## src/rtl/ata_mode_pkg.sv

```systemverilog
package ata_mode_pkg;
  localparam int NUM_DEV = 2;
  localparam int DEV_W   = $clog2(NUM_DEV);
  localparam int HALF_W  = 16;

  typedef enum logic [1:0] {
    XF_PIO   = 2'd0,
    XF_MWDMA = 2'd1,
    XF_UDMA  = 2'd2,
    XF_RSVD  = 2'd3
  } xfer_class_e;

  localparam logic [1:0] ADDR_MODE    = 2'd0;
  localparam logic [1:0] ADDR_DEVHEAD = 2'd1;
  localparam logic [1:0] ADDR_CTRL    = 2'd2;

  localparam logic [2:0] MAX_PIO   = 3'd4;
  localparam logic [2:0] MAX_MWDMA = 3'd2;
  localparam logic [2:0] MAX_UDMA  = 3'd5;
  localparam logic [3:0] MWDMA_BASE = 4'd5;
  localparam logic [3:0] UDMA_BASE  = 4'd8;

  function automatic logic [HALF_W-1:0] pack_half(logic [2:0] cmd, logic [3:0] code);
    return {5'b0, cmd, code, 4'b0};
  endfunction
endpackage

```

## src/rtl/ata_mode_shadow.sv

```systemverilog
module ata_mode_shadow
  import ata_mode_pkg::*;
(
  input  logic                      clk_i,
  input  logic                      rst_ni,
  input  logic                      we_i,
  input  logic [DEV_W-1:0]          dev_i,
  input  xfer_class_e               class_i,
  input  logic [2:0]                num_i,
  output logic [NUM_DEV*HALF_W-1:0] shadow_o
);
  logic       valid;
  logic [3:0] code_new;
  logic [2:0] pio_q  [NUM_DEV];
  logic [3:0] code_q [NUM_DEV];
  logic [2:0] min_pio;

  always_comb begin
    valid    = 1'b0;
    code_new = 4'd0;
    unique case (class_i)
      XF_PIO: begin
        valid    = (num_i <= MAX_PIO);
        code_new = {1'b0, num_i};
      end
      XF_MWDMA: begin
        valid    = (num_i <= MAX_MWDMA);
        code_new = MWDMA_BASE + {1'b0, num_i};
      end
      XF_UDMA: begin
        valid    = (num_i <= MAX_UDMA);
        code_new = UDMA_BASE + {1'b0, num_i};
      end
      default: valid = 1'b0;
    endcase
  end

  for (genvar d = 0; d < NUM_DEV; d++) begin : g_dev
    logic hit;
    assign hit = we_i && valid && (dev_i == DEV_W'(d));

    always_ff @(posedge clk_i or negedge rst_ni) begin
      if (!rst_ni) begin
        pio_q[d]  <= 3'd0;
        code_q[d] <= 4'd0;
      end else if (hit) begin
        code_q[d] <= code_new;
        if (class_i == XF_PIO) pio_q[d] <= num_i;
      end
    end

    assign shadow_o[d*HALF_W +: HALF_W] = pack_half(min_pio, code_q[d]);
  end

  // command timing must suit the slower device on the cable
  always_comb begin
    min_pio = pio_q[0];
    for (int d = 1; d < NUM_DEV; d++)
      if (pio_q[d] < min_pio) min_pio = pio_q[d];
  end
endmodule

```

## src/rtl/ata_reset_pulse.sv

```systemverilog
module ata_reset_pulse #(
  parameter int CYCLES = 20
) (
  input  logic clk_i,
  input  logic rst_ni,
  input  logic start_i,
  output logic active_o,
  output logic release_o
);
  localparam int CW = $clog2(CYCLES + 1);

  logic          active_q;
  logic [CW-1:0] cnt_q;

  always_ff @(posedge clk_i or negedge rst_ni) begin
    if (!rst_ni) begin
      active_q <= 1'b0;
      cnt_q    <= '0;
    end else if (active_q) begin
      if (cnt_q == '0) active_q <= 1'b0;
      else             cnt_q    <= cnt_q - 1'b1;
    end else if (start_i) begin
      active_q <= 1'b1;
      cnt_q    <= CW'(CYCLES - 1);
    end
  end

  assign active_o  = active_q;
  assign release_o = active_q && (cnt_q == '0);
endmodule

```

## src/rtl/ata_mode_ctrl.sv

```systemverilog
module ata_mode_ctrl
  import ata_mode_pkg::*;
#(
  parameter int SRST_CYCLES = 20,
  parameter int FRST_CYCLES = 12
) (
  input  logic        clk_i,
  input  logic        rst_ni,
  input  logic        wr_en_i,
  input  logic [1:0]  wr_addr_i,
  input  logic [15:0] wr_data_i,
  input  logic        bus_err_i,
  input  logic        cable_40_i,
  output logic [15:0] sys_ctl_o,
  output logic [31:0] shadow_o,
  output logic        soft_rst_o,
  output logic        fifo_rst_o
);
  logic mode_we, dh_we, ctl_we;
  logic srst_act, srst_rel, frst_act, frst_rel;
  logic sel_q, sel_d, cable_q;
  logic [6:0]  mode_q;
  logic [15:0] half_d;
  logic [NUM_DEV*HALF_W-1:0] shadow_w;
  logic unused_w;

  assign mode_we = wr_en_i && (wr_addr_i == ADDR_MODE);
  assign dh_we   = wr_en_i && (wr_addr_i == ADDR_DEVHEAD);
  assign ctl_we  = wr_en_i && (wr_addr_i == ADDR_CTRL);
  assign unused_w = ^{wr_data_i[13:8], wr_data_i[6], wr_data_i[3], frst_rel};

  ata_mode_shadow u_shadow (
    .clk_i    (clk_i),
    .rst_ni   (rst_ni),
    .we_i     (mode_we),
    .dev_i    (wr_data_i[7]),
    .class_i  (xfer_class_e'(wr_data_i[5:4])),
    .num_i    (wr_data_i[2:0]),
    .shadow_o (shadow_w)
  );

  ata_reset_pulse #(.CYCLES(SRST_CYCLES)) u_srst (
    .clk_i     (clk_i),
    .rst_ni    (rst_ni),
    .start_i   (ctl_we && wr_data_i[15]),
    .active_o  (srst_act),
    .release_o (srst_rel)
  );

  ata_reset_pulse #(.CYCLES(FRST_CYCLES)) u_frst (
    .clk_i     (clk_i),
    .rst_ni    (rst_ni),
    .start_i   ((ctl_we && wr_data_i[14]) || bus_err_i),
    .active_o  (frst_act),
    .release_o (frst_rel)
  );

  assign sel_d  = dh_we ? wr_data_i[4] : sel_q;
  assign half_d = shadow_w[{sel_d, 4'b0} +: HALF_W];

  always_ff @(posedge clk_i or negedge rst_ni) begin
    if (!rst_ni) begin
      sel_q   <= 1'b0;
      mode_q  <= '0;
      cable_q <= 1'b0;
    end else begin
      sel_q   <= sel_d;
      cable_q <= cable_40_i;
      // mode field frozen during soft reset, reapplied on release
      if (srst_act) begin
        if (srst_rel) mode_q <= half_d[10:4];
      end else if (dh_we) begin
        mode_q <= half_d[10:4];
      end
    end
  end

  assign sys_ctl_o  = {srst_act, frst_act, cable_q, 2'b00, mode_q, 4'b0000};
  assign shadow_o   = shadow_w;
  assign soft_rst_o = srst_act;
  assign fifo_rst_o = frst_act;
endmodule

```

## config.mk

```make
export PLATFORM = sky130hd
export DESIGN_NAME = ata_mode_ctrl
export DESIGN_NICKNAME = d
export VERILOG_FILES = /design/src/rtl/ata_mode_pkg.sv /design/src/rtl/ata_mode_shadow.sv /design/src/rtl/ata_reset_pulse.sv /design/src/rtl/ata_mode_ctrl.sv
export SDC_FILE = /design/constraint.sdc
export NUM_CORES = 1
export LEC_CHECK = 0
export ABC_AREA = 1
export BUFFER_PORTS_ARGS = -buffer_cell sky130_fd_sc_hd__buf_2
export CORE_MARGIN = 1
export CORE_UTILIZATION = 50
export DETAILED_ROUTE_END_ITERATION = 10
export PLACE_DENSITY_LB_ADDON = 0.2
export SYNTH_ARGS = -nofsm -noshare
export SYNTH_HDL_FRONTEND = slang
export SYNTH_SLANG_ARGS = --single-unit
```

## constraint.sdc

```tcl
create_clock -name clk_i -period 1.7 [get_ports clk_i]
set_input_delay 0.085 -clock clk_i [delete_from_list [all_inputs] [get_ports clk_i]]
set_output_delay 0.085 -clock clk_i [all_outputs]
set_load 0.05 [all_outputs]
```

==> results of run 1 <==
## repair_timing
item	in CTS	in global routing
endpoints found under the setup margin	6	8
gates resized for setup	17	8
endpoints found under the hold margin	35	0
setup buffers	2	2
hold buffers	2	0
pin swaps	2	5
## power groups by stage
stage	clock, W	sequential, W	combinational, W
CTS	0.000568	0.00123	0.00212
floorplan	0	0.00168	0.00124
global route	0.000596	0.00126	0.00237
global placement	0	0.00124	0.00193
finish	0.000542	0.00123	0.00216
detailed placement	0	0.00124	0.00196
## metrics by stage
step	setup TNS, ns	setup slack, ns	instances
2_1_floorplan	0	0.106	286
3_3_place_gp	0	0.0922	344
3_5_place_dp	0	0.0369	344
4_1_cts	-0.596	-0.109	355
5_1_grt	-0.727	-0.124	357
6_report	-0.304	-0.0563	357
## area by class of cell
type,count,share of cell area (%)
timing repair buffer,47,12.5
clock buffer,7,3.16
sequential,34,35.2
multi-input combinational,189,41.8
inverter,30,4.66
tap,50,2.59
## sequential cells by signal, summed over array words and instances (netlist names)
name / flops
u_srst.cnt_q: 5
u_srst.active_o: 1
u_shadow.shadow_o: 8
sel_q: 1
mode_q: 7
u_frst.active_o: 1
u_frst.cnt_q: 4
u_shadow.pio_q: 6
cable_q: 1
## worst paths after layout
| check | slack, ns | to | cells past startpoint | from |
|---|---|---|---|---|
| hold / removal | 0.12 | u_shadow.pio_q[5] | 3 | wr_data_i[2] |
| max in group asynchronous | 0.80 | mode_q[0] | 2 | rst_ni |
| setup reg to reg | 0.28 | mode_q[5] | 7 | u_shadow.pio_q[2] |
| hold reg to reg | 0.47 | mode_q[1] | 2 | mode_q[1] |
| min in group asynchronous | 0.42 | u_srst.active_o | 2 | rst_ni |
| setup / recovery | -0.06 | shadow_o[25] | 7 | u_shadow.pio_q[5] |
## cell usage in the layout (no fill, tap or decap)
cell / Yosys / routed
nand2_1: 86 / 84
dfrtp_1: 34 / 34
buf_2: 0 / 34
inv_1: 28 / 26
conb_1: 1 / 24
o21ai_0: 13 / 12
nand4_1: 11 / 11
nor2_1: 9 / 9
nand3_1: 8 / 8
nand2_2: 5 / 7
buf_4: 33 / 7
o211ai_1: 5 / 5
nor2_4: 5 / 5
clkbuf_8: 0 / 5
inv_2: 2 / 4
xor2_1: 4 / 4
ha_1: 6 / 4
buf_8: 0 / 4
nand3_2: 3 / 3
nand3b_1: 2 / 2
and2_4: 0 / 2
ha_4: 0 / 2
clkbuf_1: 0 / 2
dlygate4sd3_1: 0 / 2
a21oi_4: 0 / 1
o21ai_2: 1 / 1
o21ai_1: 0 / 1
nor2_2: 1 / 1
nor2_8: 1 / 1
a21oi_1: 2 / 1
o22ai_1: 1 / 1
## routing by layer
| layer | share of wire (%) | wire, microns | vias to the layer above | global-route usage, % |
|---|---|---|---|---|
| li1 | - | - | 865 | - |
| met1 | 46 | 1820 | 738 | 26.1 |
| met2 | 48 | 1880 | 44 | 30.2 |
| met3 | 3.9 | 153 | 5 | 4.11 |
| met4 | 1.5 | 59 | 0 | 7.45 |
| met5 | 0 | 0 | - | 0 |
## tightest hold or removal path, cell delays in order
cell and delay [ns]:
buf_2 0.15, nand4_1 0.09, nand2_1 0.04
## Yosys cell counts (3+ instances only)
master    number
nor2_4         5
nand4_1       11
nand2_1       86
nor2_1         9
ha_1           6
nand3_1        8
nand2_2        5
o211ai_1       5
inv_1         28
o21ai_0       13
buf_4         33
nand3_2        3
xor2_1         4
dfrtp_1       34
## kinds of logic (layout without fill, tap and decap cells)
kind of cell / Yosys count / after routing / synth area share (%)
xor gates and xnor gates: 4 / 4 / 1.68
AOI/OAI and AO/OA: 22 / 22 / 6.11
DFF: 34 / 34 / 40.7
adders and majority gates: 6 / 6 / 3.59
and+or+nand+nor: 133 / 133 / 30.5
other: 1 / 24 / 0.179
buffers and inverters: 63 / 84 / 17.2
==> reports/summary.txt, run 1 <==
Status: complete, but fails checks
Failing checks: setup timing
CP Max Fanout: 3
CP top delay family: simple AND/OR/NAND/NOR gates
Buf+Inv Stages, Crit Path: 2
Final min period: 1.76 ns
Total power: 0.00393 W
Mapped Cells: 263
Nets@finish: 336
Number of max-cap violations: 0
Via count of the first global-routing pass: 1431
Final GP Congestion: 0.798
Lkg Pwr: 1.35 nW
Initial core utilization: 52.2%
Area delta synth->final: 15.6%
Startpoint Class: register
Total CTS buffers: 5
Yosys Warn Count: 0
P_int: 0.00198 W
First-iteration detailed-routing DRC count: 72
Max Buffers Root-to-Sink: 2
DR DRC count: 0
Dpl hpwl: 2.81 mm
Fillers: 370
Cell Area, Synth: 2090 sq um
Die span in y: 66.6 microns
Crit path capture type: output pin
Share of cells above drive strength 1: 25.1%
Number of synthesized flops with an enable pin: 0
Peak VDD IR: 0.000702 V
Slew HR: 50.4%
Post-synth top area share: 40.7%
Router iterations before antenna repair: 6
Total GRT Usage: 19.4%
First-pass GRT wire length: 6.43 mm
Wire length per cell: 10.9 microns
Sequential area share after synthesis: 40.7%
Worst path cell trace: inv_2, ha_4, o211ai_1, nand2_1, nand2_2, and2_4, buf_8
I/O pin cnt: 73
RSZ-0062 raised after global routing: yes
Register area: 851 sq um
CP Class: reg -> out
Seq pwr share: 31.3%
Synth Flop Type: dfrtp_1
Area leader, netlist: dfrtp_1
Count of cell types in the netlist: 23
Grt ovf: 0
Antenna viol nets, final: 0
Net Switching: 0.00195 W
Reg clk slew, reported paths: 0.06 ns
Yosys reg bits: 34
Combinational Power Share: 54.9%
H-tree levels: 2
CP max stage cell: dfrtp_1
Largest net degree at the start of global routing: 35
Fin crit share: 103%
Clk_lat worst skew: 0.28 ns
Clock power share: 13.8%
Worst hold slack: 0.124 ns
Crit path required time: 1.62 ns
Fin area: 2420 sq um
Ranking of synthesized cells by area: dfrtp_1, nand2_1, buf_4
IO Port Bufs: 40
Final Util: 60.4%
Setup violations, final: 6
Vias/cell: 4.63
CP peak stage delay: 0.39 ns
Core footprint: 4000 sq um
CTS Sinks: 34
Antenna cells: 0
Cell Area, Placed: 2200 sq um
Sw Ratio: 49.7%
Syn_area_per_cell: 7.94 sq um
Fin. Hold Viols: 0
TritonCTS clock tree: built
# rows: 23
Die X: 66.6 microns
Routed WL: 3.91 mm
Root buffer cell: clkbuf_8
Max Slew Vio Count: 0
Vias: 1652
Hold Path Class: in -> reg
Ys async rst share: 100%
Power per cell area: 1630 nW/um^2
Fmax: 0.569 GHz
Die area: 4440 sq um
Final setup margin: -0.0563 ns
Initial antenna violation count: 0
Worst-Margin Slew: 0.744 ns
Area of the multi-input gates: 1010 sq um
Clock Skew: 0.00228 ns
Arrival time at the worst endpoint: 1.67 ns
No activity file was read; power rests on OpenSTA's default activity.
==> inputs of run 2 (changes only) <==
CORE_MARGIN = 2   (was 1)
CORE_UTILIZATION = 51   (was 50)
SYNTH_HIERARCHICAL = 1   (was default)
==> run 2 against run 1 <==
Compared with the run above: the run still ends with setup timing left; combinational power is 16% higher; wire length is 11% higher; hold slack worse by 0.073 ns; area after synthesis is 4.6% higher; first-iteration DRC count is 51% higher; sequential power is 5% higher; design area is 9.4% higher; setup slack worse by 0.033 ns; critical path type unchanged; critical endpoint is now shadow_o[24].
==> reports/summary.txt, run 2 <==
Final min period: 1.79 ns (was 1.76 ns)
Die area: 4820 sq um (was 4440 sq um)
Antenna viol nets, final: 0 (unchanged)
Total negative setup slack: -0.274 ns (was -0.304 ns)
Setup violations, final: 4 (was 6)
CTS Sinks: 34 (unchanged)
Die X: 69.5 microns (was 66.6 microns)
Fmax: 0.559 GHz (was 0.569 GHz)
First-iteration detailed-routing DRC count: 109 (was 72)
Final setup margin: -0.0897 ns (was -0.0563 ns)
M1 GR Usage: 25.8% (was 26.1%)
Total GRT Usage: 19.0% (was 19.4%)
Clock Skew: 0.00877 ns (was 0.00228 ns)
Crit path capture type: output pin (unchanged)
Most common cell after layout, fill and taps aside: nand2_1 (unchanged)
Routed WL: 4.35 mm (was 3.91 mm)
Slew HR: 50.8% (was 50.4%)
Worst path cell trace: ha_4, o211ai_1, nand2_4, nor2_4, a21oi_4, buf_6 (was inv_2, ha_4, o211ai_1, nand2_1, nand2_2, and2_4, buf_8)
Startpoint Class: register (unchanged)
Cell Area, Synth: 2180 sq um (was 2090 sq um)
Root buffer cell: clkbuf_8 (unchanged)
Initial core utilization: 53.8% (was 52.2%)
Post-synth top area share: 38.9% (was 40.7%)
Synth Flop Type: dfrtp_1 (unchanged)
# rows: 23 (unchanged)
Crit path required time: 1.62 ns (about the same)
Max Buffers Root-to-Sink: 2 (unchanged)
Worst-Margin Slew: 0.738 ns (was 0.744 ns)
Yosys reg bits: 34 (unchanged)
Yosys Warn Count: 6 (was 0)
Area delta synth->final: 21.0% (was 15.6%)
DR DRC count: 0 (unchanged)
CP top delay family: flip-flops (was simple AND/OR/NAND/NOR gates)
Final GP Congestion: 0.833 (was 0.798)
Largest net degree at the start of global routing: 35 (unchanged)
Max reg flops: 8 (unchanged)
I/O pin cnt: 73 (unchanged)
Vias: 1829 (was 1652)
Vias/cell: 4.71 (was 4.63)
Power per cell area: 1670 nW/um^2 (was 1630 nW/um^2)
TritonCTS clock tree: built (unchanged)
Mapped Cells: 284 (was 263)
Pre-CTS setup slack: 0.108 ns (was 0.0369 ns)
Initial antenna violation count: 0 (unchanged)
RSZ-0062 raised after global routing: yes (unchanged)
Peak VDD IR: 0.000759 V (was 0.000702 V)
Router iterations before antenna repair: 4 (was 6)
GR peak layer: met2 (unchanged)
Fin. Hold Viols: 0 (unchanged)
CP Class: reg -> out (unchanged)
Wire length per cell: 11.2 microns (was 10.9 microns)
Nets@finish: 367 (was 336)
CP max stage cell: dfrtp_1 (unchanged)
CP peak stage delay: 0.41 ns (was 0.39 ns)
First-pass GRT wire length: 7.25 mm (was 6.43 mm)
Post-synth top cells: nand2_1, inv_1, dfrtp_1 (was nand2_1, dfrtp_1, buf_4)
Grt ovf: 0 (unchanged)
Commonest cells after routing, fill and taps aside: nand2_1, dfrtp_1, buf_2 (unchanged)
IO Port Bufs: 40 (unchanged)
Number of synthesized flops with an enable pin: 0 (unchanged)
Via count of the first global-routing pass: 1602 (was 1431)
Hold Path Class: in -> reg (unchanged)
Ys async rst share: 100% (unchanged)
Syn_area_per_cell: 7.69 sq um (was 7.94 sq um)
H-tree levels: 2 (unchanged)
Fin area: 2640 sq um (was 2420 sq um)
Grt met3 use: 5.81% (was 4.11%)
Antenna cells: 0 (unchanged)
Share of cells above drive strength 1: 29.3% (was 25.1%)
Fin crit share: 105% (was 103%)
Count leader, synth: nand2_1 (unchanged)
Ranking of synthesized cells by area: dfrtp_1, nand2_1, buf_4 (unchanged)
Arrival time at the worst endpoint: 1.70 ns (was 1.67 ns)
Area leader, netlist: dfrtp_1 (unchanged)
Total CTS buffers: 5 (unchanged)
Reg clk slew, reported paths: 0.06 ns (about the same)
Die span in y: 69.5 microns (was 66.6 microns)
Status: complete, but fails checks (unchanged)
Met2 Use GR: 28.6% (was 30.2%)
Sequential area share after synthesis: 38.9% (was 40.7%)
Max Slew Vio Count: 0 (unchanged)
Clk_lat worst skew: 0.29 ns (was 0.28 ns)
CP Max Fanout: 4 (was 3)
Number of max-cap violations: 0 (unchanged)
Cell Area, Placed: 2380 sq um (was 2200 sq um)
Buf+Inv Stages, Crit Path: 1 (was 2)
Count of cell types in the netlist: 28 (was 23)
Failing checks: setup timing (unchanged)
Dpl hpwl: 3.23 mm (was 2.81 mm)
Core footprint: 4060 sq um (was 4000 sq um)
Lkg Pwr: 1.47 nW (was 1.35 nW)
-- run 2: cell count changes after synthesis, sizes merged, moves of 4 or more --
cell	before	now
inv	30	40
o211ai	5	1
o21ai	14	10
xor2	4	0
nand3	11	34
nand4	11	4
a21oi	2	6
-- run 2: power breakdown --
| part | internal, W | switching [W] |
|---|---|---|
| registers | 0.00108 | 0.000208 |
| clock network | 0.000327 | 0.000300 |
| logic | 0.000772 | 0.00174 |
-- run 2: worst reg2reg max path, stage by stage, from the launching register on --
cell	delay [ns]
dfrtp_1	0.41
ha_4	0.29
o211ai_1	0.12
nand2_4	0.16
nor2_4	0.05
a21oi_4	0.19
buf_4	0.15
inv_1	0.03
nand3_1	0.07
nand3_1	0.08
nand2_1	0.06
-- run 2: worst paths after layout --
check | startpoint | end | slack (ns) | cells past startpoint
worst max register to register | u_shadow/pio_q[2] | mode_q[4] | 0.04 | 10
min in group asynchronous | rst_ni | cable_q | 0.39 | 2
max in group asynchronous | rst_ni | u_shadow/shadow_o[7] | 0.83 | 2
worst max-delay path | u_shadow/pio_q[2] | shadow_o[24] | -0.09 | 6
worst min register to register | u_srst/cnt_q[0] | u_srst/cnt_q[0] | 0.49 | 2
worst min-delay path | wr_data_i[2] | u_shadow/pio_q[5] | 0.05 | 3
-- run 2: layout make-up --
type	count	area (sq um)
tap	50	62.6
inverter	40	150
fill	393	1410
multi-input combinational	202	1130
clock buffer	7	86.3
clock inverter	1	5.00
timing repair buffer	54	355
sequential	34	851
-- run 2: per-stage QoR --
step	total power, W	hold slack [ns]	cells	utilization (%)
final	0.00443	0.0505	388	65.2
after global routing	0.00471	0.0698	388	65.2
after CTS	0.00437	0.0467	382	63.1
after detailed placement	0.00360	0.196	369	58.8
after global placement	0.00356	0.194	369	58.8
after floorplan	0.00324	-0.211	306	-
-- run 2: cells by family (layout without fill, tap and decap cells) --
group	count (synthesis)	after routing	share of synthesized area (%)
and+or+nand+nor	150	150	33.6
buffers and inverters	70	102	17.2
DFF	34	34	38.9
AOI/OAI and AO/OA	20	20	5.50
adders and majority gates	7	7	4.01
other	2	24	0.344
xor gates and xnor gates	1	1	0.401
-- run 2: repair_timing --
action	CTS	global route
hold buffers	2	0
pin swaps	5	6
setup buffers	3	6
gates resized for setup	14	9
endpoints found under the hold margin	35	0
setup endpoints to repair	6	7
-- run 2: per-layer routing --
layer | vias up | routed length (microns)
met5 | - | 0
met4 | 0 | 77
met3 | 7 | 262
met2 | 50 | 1950
met1 | 823 | 2060
li1 | 949 | -
==> inputs of run 3 (changes only) <==
ABC_AREA = default   (was 1)
==> run 3 against run 2 <==
Compared with the run above: the flow still finishes with violations (setup timing); utilization rose by 0.99 points; hold slack improved by 0.072 ns; area after synthesis rose by 3.7%; sequential share of layout area fell by 2.4 points; synthesized cell count fell by 23%; largest cell class unchanged; highest routed layer unchanged.
==> reports/summary.txt, run 3 <==
Largest net degree at the start of global routing: 35 (unchanged)
Root buffer cell: clkbuf_8 (unchanged)
Cell count of the worst hold path: 2 (was 3)
Combinational Power Share: 54.9% (was 56.7%)
First-pass GRT wire length: 7.46 mm (was 7.25 mm)
Area leader, netlist: dfrtp_1 (unchanged)
Via count of the first global-routing pass: 1591 (was 1602)
Power per cell area: 1640 nW/um^2 (was 1670 nW/um^2)
Ranking of synthesized cells by area: dfrtp_1, buf_4, mux2i_1 (was dfrtp_1, nand2_1, buf_4)
Routed WL: 4.70 mm (was 4.35 mm)
Net Switching: 0.00217 W (was 0.00224 W)
Vias/cell: 5.20 (was 4.71)
Syn_area_per_cell: 10.3 sq um (was 7.69 sq um)
DR DRC count: 0 (unchanged)
Pre-CTS setup slack: -0.139 ns (was 0.108 ns)
Count of cell types in the netlist: 49 (was 28)
CP Max Fanout: 2 (was 4)
Final setup margin: -0.315 ns (was -0.0897 ns)
Number of synthesized flops with an enable pin: 0 (unchanged)
Crit path capture type: output pin (unchanged)
Final GP Congestion: 0.851 (was 0.833)
Initial antenna violation count: 0 (unchanged)
CP Class: reg -> out (unchanged)
Synth Flop Type: dfrtp_1 (unchanged)
Reg-to-reg slack, setup: -0.29 ns (was 0.04 ns)
R2R cell count: 8 (was 10)
Mapped Cells: 220 (was 284)
Number of max-cap violations: 0 (unchanged)
CTS Sinks: 34 (unchanged)
Clock power share: 15.5% (was 14.2%)
Area delta synth->final: 26.3% (was 21.0%)
P_int: 0.00253 W (was 0.00218 W)
Core footprint: 4320 sq um (was 4060 sq um)
Max Buffers Root-to-Sink: 2 (unchanged)
Crit path required time: 1.62 ns (about the same)
Dpl hpwl: 3.33 mm (was 3.23 mm)
R2r endpoint: mode_q[5] (was mode_q[4])
Buf+Inv Stages, Crit Path: 2 (was 1)
Setup violations, final: 8 (was 4)
Total negative setup slack: -1.91 ns (was -0.274 ns)
Hold Startpoint: wr_data_i[2] (unchanged)
Worst-Margin Slew: 0.789 ns (was 0.738 ns)
Yosys Warn Count: 6 (unchanged)
Sw Ratio: 46.1% (was 50.7%)
Total CTS buffers: 5 (unchanged)
Router iterations before antenna repair: 4 (unchanged)
Antenna cells: 0 (unchanged)
# rows: 24 (was 23)
Worst hold endpoint: u_shadow/pio_q[2] (was u_shadow/pio_q[5])
Final min period: 2.02 ns (was 1.79 ns)
Clk_lat worst skew: 0.28 ns (was 0.29 ns)
Commonest cells after routing, fill and taps aside: dfrtp_1, buf_2, buf_4 (was nand2_1, dfrtp_1, buf_2)
Vias: 1774 (was 1829)
Grt ovf: 0 (unchanged)
Cell Area, Synth: 2260 sq um (was 2180 sq um)
Reg clk slew, reported paths: 0.06 ns (about the same)
Status: complete, but fails checks (unchanged)
Initial core utilization: 52.4% (was 53.8%)
Slew HR: 47.4% (was 50.8%)
Total GRT Usage: 18.8% (was 19.0%)
Wire length per cell: 13.8 microns (was 11.2 microns)
Fillers: 361 (was 393)
Antenna viol nets, final: 0 (unchanged)
TritonCTS clock tree: built (unchanged)
Max Slew Vio Count: 0 (unchanged)
Post-synth top cells: dfrtp_1, buf_4, mux2i_1, nand3_1, inv_1 (was nand2_1, inv_1, dfrtp_1)
I/O pin cnt: 73 (unchanged)
Startpoint Class: register (unchanged)
Post-synth top area share: 37.6% (was 38.9%)
Failing checks: setup timing (unchanged)
Peak VDD IR: 0.000755 V (was 0.000759 V)
Yosys reg bits: 34 (unchanged)
Clock Skew: 0.00735 ns (was 0.00877 ns)
Nets@finish: 318 (was 367)
Total power: 0.00470 W (was 0.00443 W)
Reg2reg start: u_shadow/pio_q[1] (was u_shadow/pio_q[2])
Fin. Hold Viols: 0 (unchanged)
CP top delay family: flip-flops (unchanged)
Ys async rst share: 100% (unchanged)
CP max stage cell: dfrtp_1 (unchanged)
H-tree levels: 2 (unchanged)
RSZ-0062 raised after global routing: yes (unchanged)
Hold Path Class: in -> reg (unchanged)
Max reg flops: 8 (unchanged)
Share of cells above drive strength 1: 34.9% (was 29.3%)
Die area: 4990 sq um (was 4820 sq um)
Seq pwr share: 29.6% (was 29.2%)
Worst path cell trace: ha_1, a21o_1, a21oi_2, mux2_4, buf_6, buf_8 (was ha_4, o211ai_1, nand2_4, nor2_4, a21oi_4, buf_6)
Final Util: 66.1% (was 65.2%)
Count leader, synth: dfrtp_1 (was nand2_1)
Sequential area share after synthesis: 37.6% (was 38.9%)
Fin crit share: 119% (was 105%)
Die X: 70.6 microns (was 69.5 microns)
Fmax: 0.496 GHz (was 0.559 GHz)
Die span in y: 70.6 microns (was 69.5 microns)
First-iteration detailed-routing DRC count: 79 (was 109)
IO Port Bufs: 40 (unchanged)
CP peak stage delay: 0.39 ns (was 0.41 ns)
Lkg Pwr: 1.47 nW (about the same)
Arrival time at the worst endpoint: 1.93 ns (was 1.70 ns)
run 3: cell count changes in the layout (fill, tap and decap cells not counted), moves of 11 or more:
| cell | before | now |
|---|---|---|
| buf_4 | 11 | 28 |
| nand2_1 | 79 | 10 |
| mux2i_1 | 0 | 16 |
| inv_1 | 33 | 12 |
| nand3_1 | 27 | 16 |
run 3: area by class of cell:
cell class,count,area (sq um),share of cell area (%)
timing repair buffer,75,561,19.6
sequential,34,851,29.7
inverter,12,45.0,1.57
multi-input combinational,160,1230,43.1
clock inverter,1,30.0,1.05
clock buffer,7,76.3,2.67
tap,52,65.1,2.27
run 3: power by group through the flow:
stage               Sequential, W  Clock [W]  Combinational, W
CTS                       0.00138   0.000746           0.00249
detailed placement        0.00140          0           0.00236
global route              0.00143   0.000782           0.00275
floorplan                 0.00190          0           0.00139
global placement          0.00139          0           0.00233
finish                    0.00139   0.000729           0.00258
run 3: worst reg2reg max path, cell delays in order, from the launching register on:
cell     delay [ns]
dfrtp_1        0.39
ha_1           0.30
a21o_1         0.17
a21oi_2        0.19
mux2_4         0.33
buf_4          0.15
mux2i_1        0.13
nand3_1        0.09
o211a_1        0.14
run 3: through the flow:
stage | instances | hold slack [ns] | area, sq um
4_1_cts | 337 | 0.124 | 2780
5_1_grt | 341 | 0.133 | 2860
3_3_place_gp | 325 | 0.193 | 2570
3_5_place_dp | 325 | 0.202 | 2570
2_1_floorplan | 242 | -0.211 | 2380
6_report | 341 | 0.123 | 2860
run 3: worst max path at each step:
stage	from	end	cells after the start
finish	u_shadow/pio_q[1]	shadow_o[9]	6
global placement	u_shadow/pio_q[1]	mode_q[4]	7
global route	u_shadow/pio_q[4]	mode_q[5]	9
CTS	u_shadow/pio_q[4]	shadow_o[9]	7
detailed placement	u_shadow/pio_q[1]	mode_q[4]	7
floorplan	u_shadow/pio_q[1]	mode_q[4]	8
run 3: repair_timing:
item | in CTS | in global routing
gates resized for setup | 19 | 7
setup buffers | 2 | 4
hold endpoints to repair | 35 | 0
hold buffers | 2 | 0
pin swaps | 4 | 9
setup endpoints to repair | 8 | 13
run 3: logic make-up (layout without fill, tap and decap cells):
logic type / after synthesis / in the layout / synth area share (%)
simple gates: 60 / 60 / 16.1
buf+inv: 48 / 95 / 13.8
compound gates: 40 / 40 / 14.3
flops: 34 / 34 / 37.6
mux: 29 / 29 / 14.0
fa+ha+maj: 7 / 7 / 3.87
other cells: 2 / 24 / 0.332
run 3: metal layers:
metal,GRT usage (%),vias to the layer above,share of wire (%)
li1,-,864,-
met1,24.0,844,45
met4,5.03,0,1.0
met5,0,-,0
met2,32.2,62,49
met3,4.42,4,5.2
